## src/rtl/hub_pwr_pkg.sv

```systemverilog
package hub_pwr_pkg;
  parameter int unsigned HUB_PORTS = 4;

  typedef logic [HUB_PORTS-1:0] port_vec_t;

  typedef struct packed {
    logic gang;
    logic bus_pwr;
  } strap_mode_t;

  function automatic port_vec_t fan_out(input logic bit_in);
    port_vec_t v;
    for (int i = 0; i < HUB_PORTS; i++) v[i] = bit_in;
    return v;
  endfunction
endpackage

```

## src/rtl/hub_pwr_rst_sync.sv

```systemverilog
module hub_pwr_rst_sync #(
  parameter int unsigned STAGES = 2
) (
  input  logic clk,
  input  logic rst_n,
  output logic rst_n_sync
);
  logic [STAGES-1:0] sync_q;

  always_ff @(posedge clk or negedge rst_n) begin
    if (!rst_n) sync_q <= '0;
    else        sync_q <= {sync_q[STAGES-2:0], 1'b1};
  end

  assign rst_n_sync = sync_q[STAGES-1];
endmodule

```

## src/rtl/hub_pwr_strap.sv

```systemverilog
module hub_pwr_strap
  import hub_pwr_pkg::*;
(
  input  logic        clk,
  input  logic        rst_n,
  input  logic        ext_mem_sel,
  input  logic        gang_pin,
  input  logic        bus_pwr_pin,
  output strap_mode_t mode,
  output logic        cap_done
);
  strap_mode_t mode_q, mode_d;
  logic        done_q, done_d;

  always_comb begin
    mode_d = mode_q;
    done_d = done_q;
    if (!done_q) begin
      mode_d.gang    = ext_mem_sel & gang_pin;
      mode_d.bus_pwr = bus_pwr_pin;
      done_d         = 1'b1;
    end
  end

  always_ff @(posedge clk or negedge rst_n) begin
    if (!rst_n) begin
      mode_q <= '0;
      done_q <= 1'b0;
    end else begin
      mode_q <= mode_d;
      done_q <= done_d;
    end
  end

  assign mode     = mode_q;
  assign cap_done = done_q;
endmodule

```

## src/rtl/hub_pwr_oc_filter.sv

```systemverilog
module hub_pwr_oc_filter #(
  parameter int unsigned FILT_LEN = 16
) (
  input  logic clk,
  input  logic rst_n,
  input  logic en,
  input  logic oc_n,
  output logic confirm
);
  localparam int unsigned CW = $clog2(FILT_LEN + 1);
  localparam logic [CW-1:0] SAT  = CW'(FILT_LEN);
  localparam logic [CW-1:0] LAST = CW'(FILT_LEN - 1);

  logic [CW-1:0] run_q, run_d;
  logic          confirm_d;

  // Count consecutive low samples; saturate so one fault confirms once.
  always_comb begin
    run_d     = run_q;
    confirm_d = 1'b0;
    if (en) begin
      if (oc_n) begin
        run_d = '0;
      end else if (run_q != SAT) begin
        run_d     = run_q + 1'b1;
        confirm_d = (run_q == LAST);
      end
    end
  end

  always_ff @(posedge clk or negedge rst_n) begin
    if (!rst_n) run_q <= '0;
    else        run_q <= run_d;
  end

  assign confirm = confirm_d;
endmodule

```

## src/rtl/hub_pwr_switch.sv

```systemverilog
module hub_pwr_switch
  import hub_pwr_pkg::*;
(
  input  logic      clk,
  input  logic      rst_n,
  input  logic      en,
  input  logic      gang,
  input  port_vec_t req,
  input  logic      gang_req,
  input  port_vec_t confirm,
  input  port_vec_t clr,
  output port_vec_t pwr_on,
  output port_vec_t status,
  output logic      change
);
  port_vec_t req_eff, conf_eff, clr_eff, rise;
  port_vec_t prev_q, prev_d;
  port_vec_t stat_q, stat_d;
  port_vec_t pwr_q, pwr_d;
  logic      chg_q, chg_d;

  always_comb begin
    req_eff  = gang ? fan_out(gang_req)  : req;
    conf_eff = gang ? fan_out(|confirm)  : confirm;
    clr_eff  = gang ? fan_out(clr[0])    : clr;
    rise     = req_eff & ~prev_q;

    prev_d = prev_q;
    stat_d = stat_q;
    pwr_d  = '0;
    if (en) begin
      prev_d = req_eff;
      stat_d = (stat_q & ~clr_eff) | conf_eff;
      pwr_d  = req_eff & ~stat_d & (pwr_q | rise);
    end
    chg_d = |(stat_d & ~stat_q);
  end

  always_ff @(posedge clk or negedge rst_n) begin
    if (!rst_n) begin
      prev_q <= '0;
      stat_q <= '0;
      pwr_q  <= '0;
      chg_q  <= 1'b0;
    end else begin
      prev_q <= prev_d;
      stat_q <= stat_d;
      pwr_q  <= pwr_d;
      chg_q  <= chg_d;
    end
  end

  assign pwr_on = pwr_q;
  assign status = stat_q;
  assign change = chg_q;
endmodule

```

## src/rtl/hub_pwr_ctrl.sv

```systemverilog
module hub_pwr_ctrl
  import hub_pwr_pkg::*;
#(
  parameter int unsigned FILT_LEN = 16
) (
  input  logic       clk,
  input  logic       rst_n,
  input  logic       ext_mem_sel_i,
  input  logic       gang_strap_i,
  input  logic       bus_pwr_strap_i,
  input  logic [3:0] pwr_req_i,
  input  logic       gang_req_i,
  input  logic [3:0] stat_clr_i,
  input  logic [3:0] oc_n_i,
  output logic [3:0] pwr_on_n_o,
  output logic [3:0] oc_status_o,
  output logic       oc_change_o,
  output logic       gang_mode_o,
  output logic       bus_pwr_mode_o
);
  logic        rst_n_int;
  logic        cap_done;
  strap_mode_t mode;
  port_vec_t   confirm;
  port_vec_t   pwr_on;

  hub_pwr_rst_sync #(.STAGES(2)) rst_i (
    .clk(clk), .rst_n(rst_n), .rst_n_sync(rst_n_int)
  );

  hub_pwr_strap strap_i (
    .clk(clk), .rst_n(rst_n_int),
    .ext_mem_sel(ext_mem_sel_i), .gang_pin(gang_strap_i),
    .bus_pwr_pin(bus_pwr_strap_i),
    .mode(mode), .cap_done(cap_done)
  );

  for (genvar p = 0; p < HUB_PORTS; p++) begin : g_filt
    hub_pwr_oc_filter #(.FILT_LEN(FILT_LEN)) filt_i (
      .clk(clk), .rst_n(rst_n_int), .en(cap_done),
      .oc_n(oc_n_i[p]), .confirm(confirm[p])
    );
  end

  hub_pwr_switch sw_i (
    .clk(clk), .rst_n(rst_n_int), .en(cap_done), .gang(mode.gang),
    .req(pwr_req_i), .gang_req(gang_req_i), .confirm(confirm),
    .clr(stat_clr_i), .pwr_on(pwr_on), .status(oc_status_o),
    .change(oc_change_o)
  );

  assign pwr_on_n_o     = ~pwr_on;
  assign gang_mode_o    = mode.gang;
  assign bus_pwr_mode_o = mode.bus_pwr;
endmodule

```

## config.mk

```make
export PLATFORM = sky130hd
export DESIGN_NAME = hub_pwr_ctrl
export DESIGN_NICKNAME = d
export VERILOG_FILES = /design/src/rtl/hub_pwr_pkg.sv /design/src/rtl/hub_pwr_rst_sync.sv /design/src/rtl/hub_pwr_strap.sv /design/src/rtl/hub_pwr_oc_filter.sv /design/src/rtl/hub_pwr_switch.sv /design/src/rtl/hub_pwr_ctrl.sv
export SDC_FILE = /design/constraint.sdc
export NUM_CORES = 1
export LEC_CHECK = 0
export BUFFER_PORTS_ARGS = -buffer_cell sky130_fd_sc_hd__clkbuf_2
export CORE_UTILIZATION = 57
export CTS_CLUSTER_DIAMETER = 50
export CTS_CLUSTER_SIZE = 14
export DETAILED_ROUTE_END_ITERATION = 8
export GPL_TIMING_DRIVEN = 0
export HOLD_SLACK_MARGIN = 0.12
export PLACE_DENSITY = 0.85
export SYNTH_ARGS = -nofsm -noshare
export SYNTH_HDL_FRONTEND = slang
export SYNTH_HIERARCHICAL = 1
export SYNTH_SLANG_ARGS = --single-unit
```

## constraint.sdc

```tcl
create_clock -name clk -period 1.65 [get_ports clk]
set_clock_uncertainty 0.15 [all_clocks]
set_input_delay 0.2475 -clock clk [delete_from_list [all_inputs] [get_ports clk]]
set_output_delay 0.2475 -clock clk [all_outputs]
set_load 0.03 [all_outputs]
```

==> out/metrics.cfg, run 1 <==
[critical_path]
required_ns = 1.67
reg2reg_from = g_filt[3].filt_i/run_q[1]
worstRegToRegCells = 7
setup.worst_path.start_class = flip-flop
cp-end-kind = flip-flop
cp_data_arrival_time_ns = 2.34
worst-path-max-fanout = 4
r2r_setup_slack_ns = -0.67
critical_path_class = flip-flop to flip-flop
rr_endpoint = sw_i/status[0]

[layout]
post-route-util = 0.8195
antenna_cells = 0
syn_to_final_growth_pct = 35.37
fin_nets = 329
layout.cells.non_filler = 347
drive_above_1_share = 0.4114

[timing]
max_freq_mhz = 431.7
relSlewSlack = 0.4773
fin_crit_sh = 1.404
drv_slew = 0
min_period_ns = 2.316
worst_pin_slew_ns = 0.7841
finalHoldViolCount = 0
fin_ws_ns = -0.6663
setup_tns_ns = -4.967
rsz0062_at_grt = true
final-setup-viol-count = 9
hold_slack_ns = 0.1591

[synthesis]
syn-num-nets = 252
ys_warn_count = 6
yosys_most_used_dff = dfrtp_1
synth-seq-area-share = 0.4227
synth_seq_cells = 38
avgSynthCellArea_sq_um = 10.13
synth_cell_type_count = 44
synth_edf_count = 0
synth-async-reset-ratio = 1.000
synth_cells = 222
syn_area_sq_mm = 0.002250

[min_path]
worst_hold_path.endpoint = sw_i/prev_q[0]
hp-class = input pin to flip-flop
hold_path_depth = 3
hp-start = pwr_req_i[0]

[power_and_ir_drop]
p_switching_uw = 996.3
vdd_drop_max_mv = 0.7134
p_comb_frac = 0.366
p_leak_nw = 1.436
power_frac_seq = 0.434
power_mw = 2.980
pwr-share-clk = 0.200
power.internal_mw = 1.984
swShare = 0.3343
powerDensity_mw_per_mm2 = 978.7

[grt]
grt_first_pass_wirelength_microns = 8183
grt_pass1_vias = 1889
grtUsageTotal = 0.2558
antenna_found_initial = 0
overflow = 0
grt_start_max_net_pins = 37

[die]
coreArea_sq_mm = 0.003716
initial_core_util = 0.6054
fp.dieW_microns = 64.83
dieArea_sq_mm = 0.004202
pin_count = 29
rows = 22
die_h_microns = 64.83

[route]
wl_per_cell_microns = 15.86
dr_total_vias = 2027
vias_per_cell = 5.841
wl_microns = 5502
drc = 0
drt_iter0_drc = 206
ant_nets = 0
dr.pass1.iters = 4

[clock_network]
cts_root_buffer = clkbuf_8
htreeDepth = 2
clock_latency_ns = 0.28
clockBufferDepth = 2
cts_tree = done
path_clk_slew_ns = 0.07
clock-sinks = 38
cts_inserted_buffers = 5

[placement]
portBuffers = 28
place.detailed.hpwl_microns = 3072
gp_congestion = 0.8308
post-place-cells = 298

[outcome]
outcome = finished with violations
violations = negative setup slack

[job]
max_cap_violations = 0

[per-layer routing]
metal / vias to the layer above / GRT usage / share of wire
met3: 16 / 0.06866 / 0.059
met2: 89 / 0.4154 / 0.49
met4: 0 / 0.1056 / 0.014
met1: 989 / 0.3200 / 0.43
met5: - / 0 / 0
li1: 933 / - / -
[stage by stage]
stage | cell area, sq um | worst slack (ns)
2_1_floorplan | 2295 | -0.5490
3_3_place_gp | 2495 | -0.6446
3_5_place_dp | 2496 | -0.6708
4_1_cts | 2943 | -0.5988
5_1_grt | 3045 | -0.6938
6_report | 3045 | -0.6663
[power by group through the flow]
stage / Sequential [mW] / Combinational, mW / Clock, mW
global route: 1.31 / 1.19 / 0.657
detailed placement: 1.31 / 0.724 / 0
global placement: 1.30 / 0.688 / 0
floorplan: 1.28 / 0.567 / 0
CTS: 1.28 / 0.958 / 0.604
finish: 1.29 / 1.09 / 0.596
[worst max-delay path, cell delays in order, from the launching register on]
cell	delay (ns)
dfrtp_2	0.45
ha_4	0.18
and3_4	0.18
ha_4	0.15
and2_4	0.17
or4_4	0.56
o21a_4	0.15
a22o_1	0.21
[flip-flops by register name, indices dropped and copies added, names as in the netlist]
register	flops
strap_i/mode	2
g_filt.filt_i/run_q	20
sw_i/status	4
sw_i/change	1
sw_i/prev_q	4
strap_i/cap_done	1
rst_i/sync_q	2
sw_i/pwr_on	4
[cells by family (layout without fill, tap and decap cells)]
family          count (synthesis)  in the layout  synth area share
compound gates                 60             60            0.1813
simple gates                   70             70            0.2286
other cells                     2              2          0.003338
fa+ha+maj                      12             12           0.06674
buf+inv                        32            109           0.05728
flops                          38             38            0.4227
mux                             8              8           0.04004
[worst max-delay path by stage]
stage,cells past startpoint,from,end
after floorplan,8,g_filt[1].filt_i/run_q[0],sw_i/status[0]
after global placement,8,g_filt[1].filt_i/run_q[1],sw_i/status[0]
after detailed placement,8,g_filt[0].filt_i/run_q[0],sw_i/status[0]
after CTS,7,g_filt[0].filt_i/run_q[0],sw_i/status[0]
after global routing,9,g_filt[1].filt_i/run_q[0],sw_i/change
final,7,g_filt[3].filt_i/run_q[1],sw_i/status[0]
[synth_stat cells (3+ instances only)]
cell | count | share of area
and2_2 | 4 | 0.013
nand3_1 | 4 | 0.0089
o21ai_0 | 13 | 0.029
mux2_2 | 4 | 0.020
o22ai_1 | 5 | 0.014
nor2b_4 | 4 | 0.024
nor2_1 | 18 | 0.030
and3_2 | 4 | 0.013
ha_1 | 12 | 0.067
o21a_1 | 4 | 0.013
o31ai_1 | 4 | 0.013
a21oi_1 | 8 | 0.018
nand2b_4 | 4 | 0.024
mux2i_1 | 3 | 0.013
dfrtp_1 | 38 | 0.42
o221ai_1 | 4 | 0.016
a31oi_1 | 4 | 0.011
nand2_1 | 13 | 0.022
nand4bb_4 | 4 | 0.049
nand4_1 | 4 | 0.011
nor2b_1 | 4 | 0.011
inv_1 | 28 | 0.047
a22o_2 | 4 | 0.018
[placed cells by master (no fill, tap or decap), types with 4 or more instances in the layout]
| master | n |
|---|---|
| clkbuf_2 | 29 |
| nand4_1 | 4 |
| o21a_1 | 4 |
| nand2b_4 | 4 |
| ha_2 | 7 |
| buf_4 | 29 |
| nor2_1 | 18 |
| inv_1 | 26 |
| nor2b_4 | 4 |
| dfrtp_1 | 34 |
| nand3_1 | 4 |
| o21ai_0 | 13 |
| mux2_2 | 4 |
| o31ai_1 | 4 |
| nand2_1 | 13 |
| ha_4 | 5 |
| a21oi_1 | 8 |
| nor2b_1 | 4 |
| nand4bb_4 | 4 |
| o22ai_1 | 5 |
| dlygate4sd3_1 | 11 |
| clkbuf_8 | 5 |
| a31oi_1 | 4 |
| a22o_2 | 4 |
| and3_4 | 5 |
| and2_4 | 4 |
[area by class of cell]
cell class | instances | area, sq um
Inverter | 28 | 105.1
Multi-Input combinational cell | 152 | 1330
Clock buffer | 7 | 76.32
Timing Repair Buffer | 70 | 490.5
Fill cell | 204 | 670.6
Buffer | 4 | 25.02
Tap cell | 48 | 60.06
Sequential cell | 38 | 958.4
[repair_timing]
action | CTS | global route
buffers inserted | 24 | 7
setup endpoints to repair | 10 | 19
gates resized for setup | 17 | 11
hold buffers | 10 | 1
hold endpoints to repair | 10 | 2
pin swaps | 17 | 11
Power figures use the tool's default switching activity.
==> inputs of run 2 (changes only) <==
--- a/config.mk
+++ b/config.mk
@@ -7,5 +7,6 @@
 export LEC_CHECK = 0
 export BUFFER_PORTS_ARGS = -buffer_cell sky130_fd_sc_hd__clkbuf_2
-export CORE_UTILIZATION = 57
+export CORE_UTILIZATION = 60
+export CTS_BUF_LIST = sky130_fd_sc_hd__clkbuf_2 sky130_fd_sc_hd__clkbuf_4 sky130_fd_sc_hd__clkbuf_8
 export CTS_CLUSTER_DIAMETER = 50
 export CTS_CLUSTER_SIZE = 14
@@ -13,5 +14,5 @@
 export GPL_TIMING_DRIVEN = 0
 export HOLD_SLACK_MARGIN = 0.12
-export PLACE_DENSITY = 0.85
+export PLACE_DENSITY = 0.88
 export SYNTH_ARGS = -nofsm -noshare
 export SYNTH_HDL_FRONTEND = slang
==> constraint.sdc (replaced) <==
create_clock -name clk -period 1.65 [get_ports clk]
set_clock_uncertainty 0.15 [all_clocks]
set_input_delay 0.0825 -clock clk [delete_from_list [all_inputs] [get_ports clk]]
set_output_delay 0.0825 -clock clk [all_outputs]
set_load 0.03 [all_outputs]
==> out/metrics.cfg, run 2 (synthesized netlist as in run 1, its figures left out) <==
[timing]
worst_pin_slew_ns = 0.8083
relSlewSlack = 0.4612
fin_crit_sh = 1.396
drv_slew = 0
max_freq_mhz = 434.1
rsz0062_at_grt = true
finalHoldViolCount = 0
min_period_ns = 2.304
fin_ws_ns = -0.6537
final-setup-viol-count = 11

[die]
fp.dieW_microns = 63.23
pin_count = 29
rows = 21
die_h_microns = 63.23
initial_core_util = 0.6486
dieArea_sq_mm = 0.003998
coreArea_sq_mm = 0.003468

[critical_path]
critical_path_class = flip-flop to flip-flop
worstRegToRegCells = 9
setup.worst_path.start_class = flip-flop
worstSetupStartpoint = g_filt[3].filt_i/run_q[1]
reg2reg_from = g_filt[3].filt_i/run_q[1]
rr_endpoint = sw_i/change
cp-end-kind = flip-flop
r2r_setup_slack_ns = -0.65
crit_end = sw_i/change
worst-path-max-fanout = 4
cp_data_arrival_time_ns = 2.33
required_ns = 1.67

[grt]
overflow = 0
grt_start_max_net_pins = 37
grtUsageTotal = 0.3151
grt_first_pass_wirelength_microns = 9597
grt_pass1_vias = 2050
antenna_found_initial = 0

[layout]
final_area_sq_mm = 0.003186
mostFrequentLayoutCells = dfrtp_1 (33), clkbuf_2 (28), buf_4 (27)
fillCellCount = 123
largest-register = g_filt.filt_i/run_q
layout_commonest_cell = dfrtp_1
fin_nets = 338
antenna_cells = 0
syn_to_final_growth_pct = 41.60
post-route-util = 0.9185
largest_register_ffs = 20
drive_above_1_share = 0.4142
seq_area_sq_um = 959.7
multi_input_area_sq_mm = 0.001359
layout.cells.non_filler = 355

[clock_network]
clock_latency_ns = 0.29
cts_tree = done
path_clk_slew_ns = 0.08
clockBufferDepth = 2
cts_inserted_buffers = 5
clock-sinks = 38
cts_root_buffer = clkbuf_8
htreeDepth = 2

[outcome]
outcome = finished with violations
violations = negative setup slack

[min_path]
hp-class = flip-flop to async pin

[power_and_ir_drop]
powerDensity_mw_per_mm2 = 1012
vdd_drop_max_mv = 0.9385
p_leak_nw = 1.484

[route]
vias_per_cell = 6.544
wl_microns = 7676
dr.pass1.iters = 5
drt_iter0_drc = 404
drc = 0
dr_total_vias = 2323
wl_per_cell_microns = 21.62
ant_nets = 0

[job]
max_cap_violations = 0

[placement]
preCtsSetupSlack_ns = -0.6919
gp_congestion = 0.8209
post_dp_cell_area_sq_mm = 0.002494
post-place-cells = 296
place.detailed.hpwl_microns = 3086
portBuffers = 28

==> run 2: metal layers <==
layer,global-route usage,wire length (microns),vias up,share of wire
met5,0,0,-,0
met3,0.07246,673,61,0.088
met1,0.3653,2927,1116,0.38
met4,0.1222,475,0,0.062
met2,0.5591,3599,186,0.47
li1,-,-,960,-
==> run 2: layout make-up <==
type	count	share of cell area
Timing Repair Buffer	79	0.1838
Clock buffer	7	0.02828
Sequential cell	38	0.3013
Clock inverter	1	0.001571
Buffer	4	0.007463
Inverter	28	0.03299
Tap cell	46	0.01807
Multi-Input combinational cell	152	0.4265
==> run 2: how the worst min path moves through the flow <==
stage,from,to
after floorplan,rst_n,rst_i/sync_q[0]
after detailed placement,rst_n,rst_i/sync_q[0]
final,rst_i/sync_q[1],g_filt[1].filt_i/run_q[2]
after CTS,rst_i/sync_q[0],rst_i/sync_q[1]
after global routing,rst_i/sync_q[0],rst_i/sync_q[1]
after global placement,rst_n,rst_i/sync_q[0]
==> run 2: through the flow <==
| step | setup TNS (ns) | hold slack (ns) | power [mW] |
|---|---|---|---|
| floorplan | -3.301 | -0.3631 | 1.845 |
| global placement | -5.673 | -0.2812 | 1.990 |
| detailed placement | -4.669 | -0.2774 | 2.044 |
| CTS | -4.275 | 0.2281 | 2.951 |
| global route | -6.213 | 0.2367 | 3.348 |
| finish | -5.345 | 0.2192 | 3.225 |
==> run 2: power by group <==
| group | leakage, nW | internal (mW) | switching, mW |
|---|---|---|---|
| Combinational | 0.944 | 0.638 | 0.573 |
| Sequential | 0.488 | 1.09 | 0.225 |
| Clock | 0.0517 | 0.354 | 0.348 |
==> run 2: worst max-delay path, stage by stage (launching register included) <==
cell and delay (ns):
dfrtp_2 0.46, ha_4 0.18, and3_4 0.18, ha_4 0.14, and2_4 0.17, buf_4 0.14
o2bb2ai_2 0.15, o221ai_2 0.12, a2111oi_2 0.35, a21boi_1 0.13
==> run 2: timing repair <==
item,CTS,global route
setup buffers,19,10
pin swaps,12,16
hold buffers,22,0
setup endpoints to repair,9,23
hold endpoints to repair,28,0
resized for setup,12,25
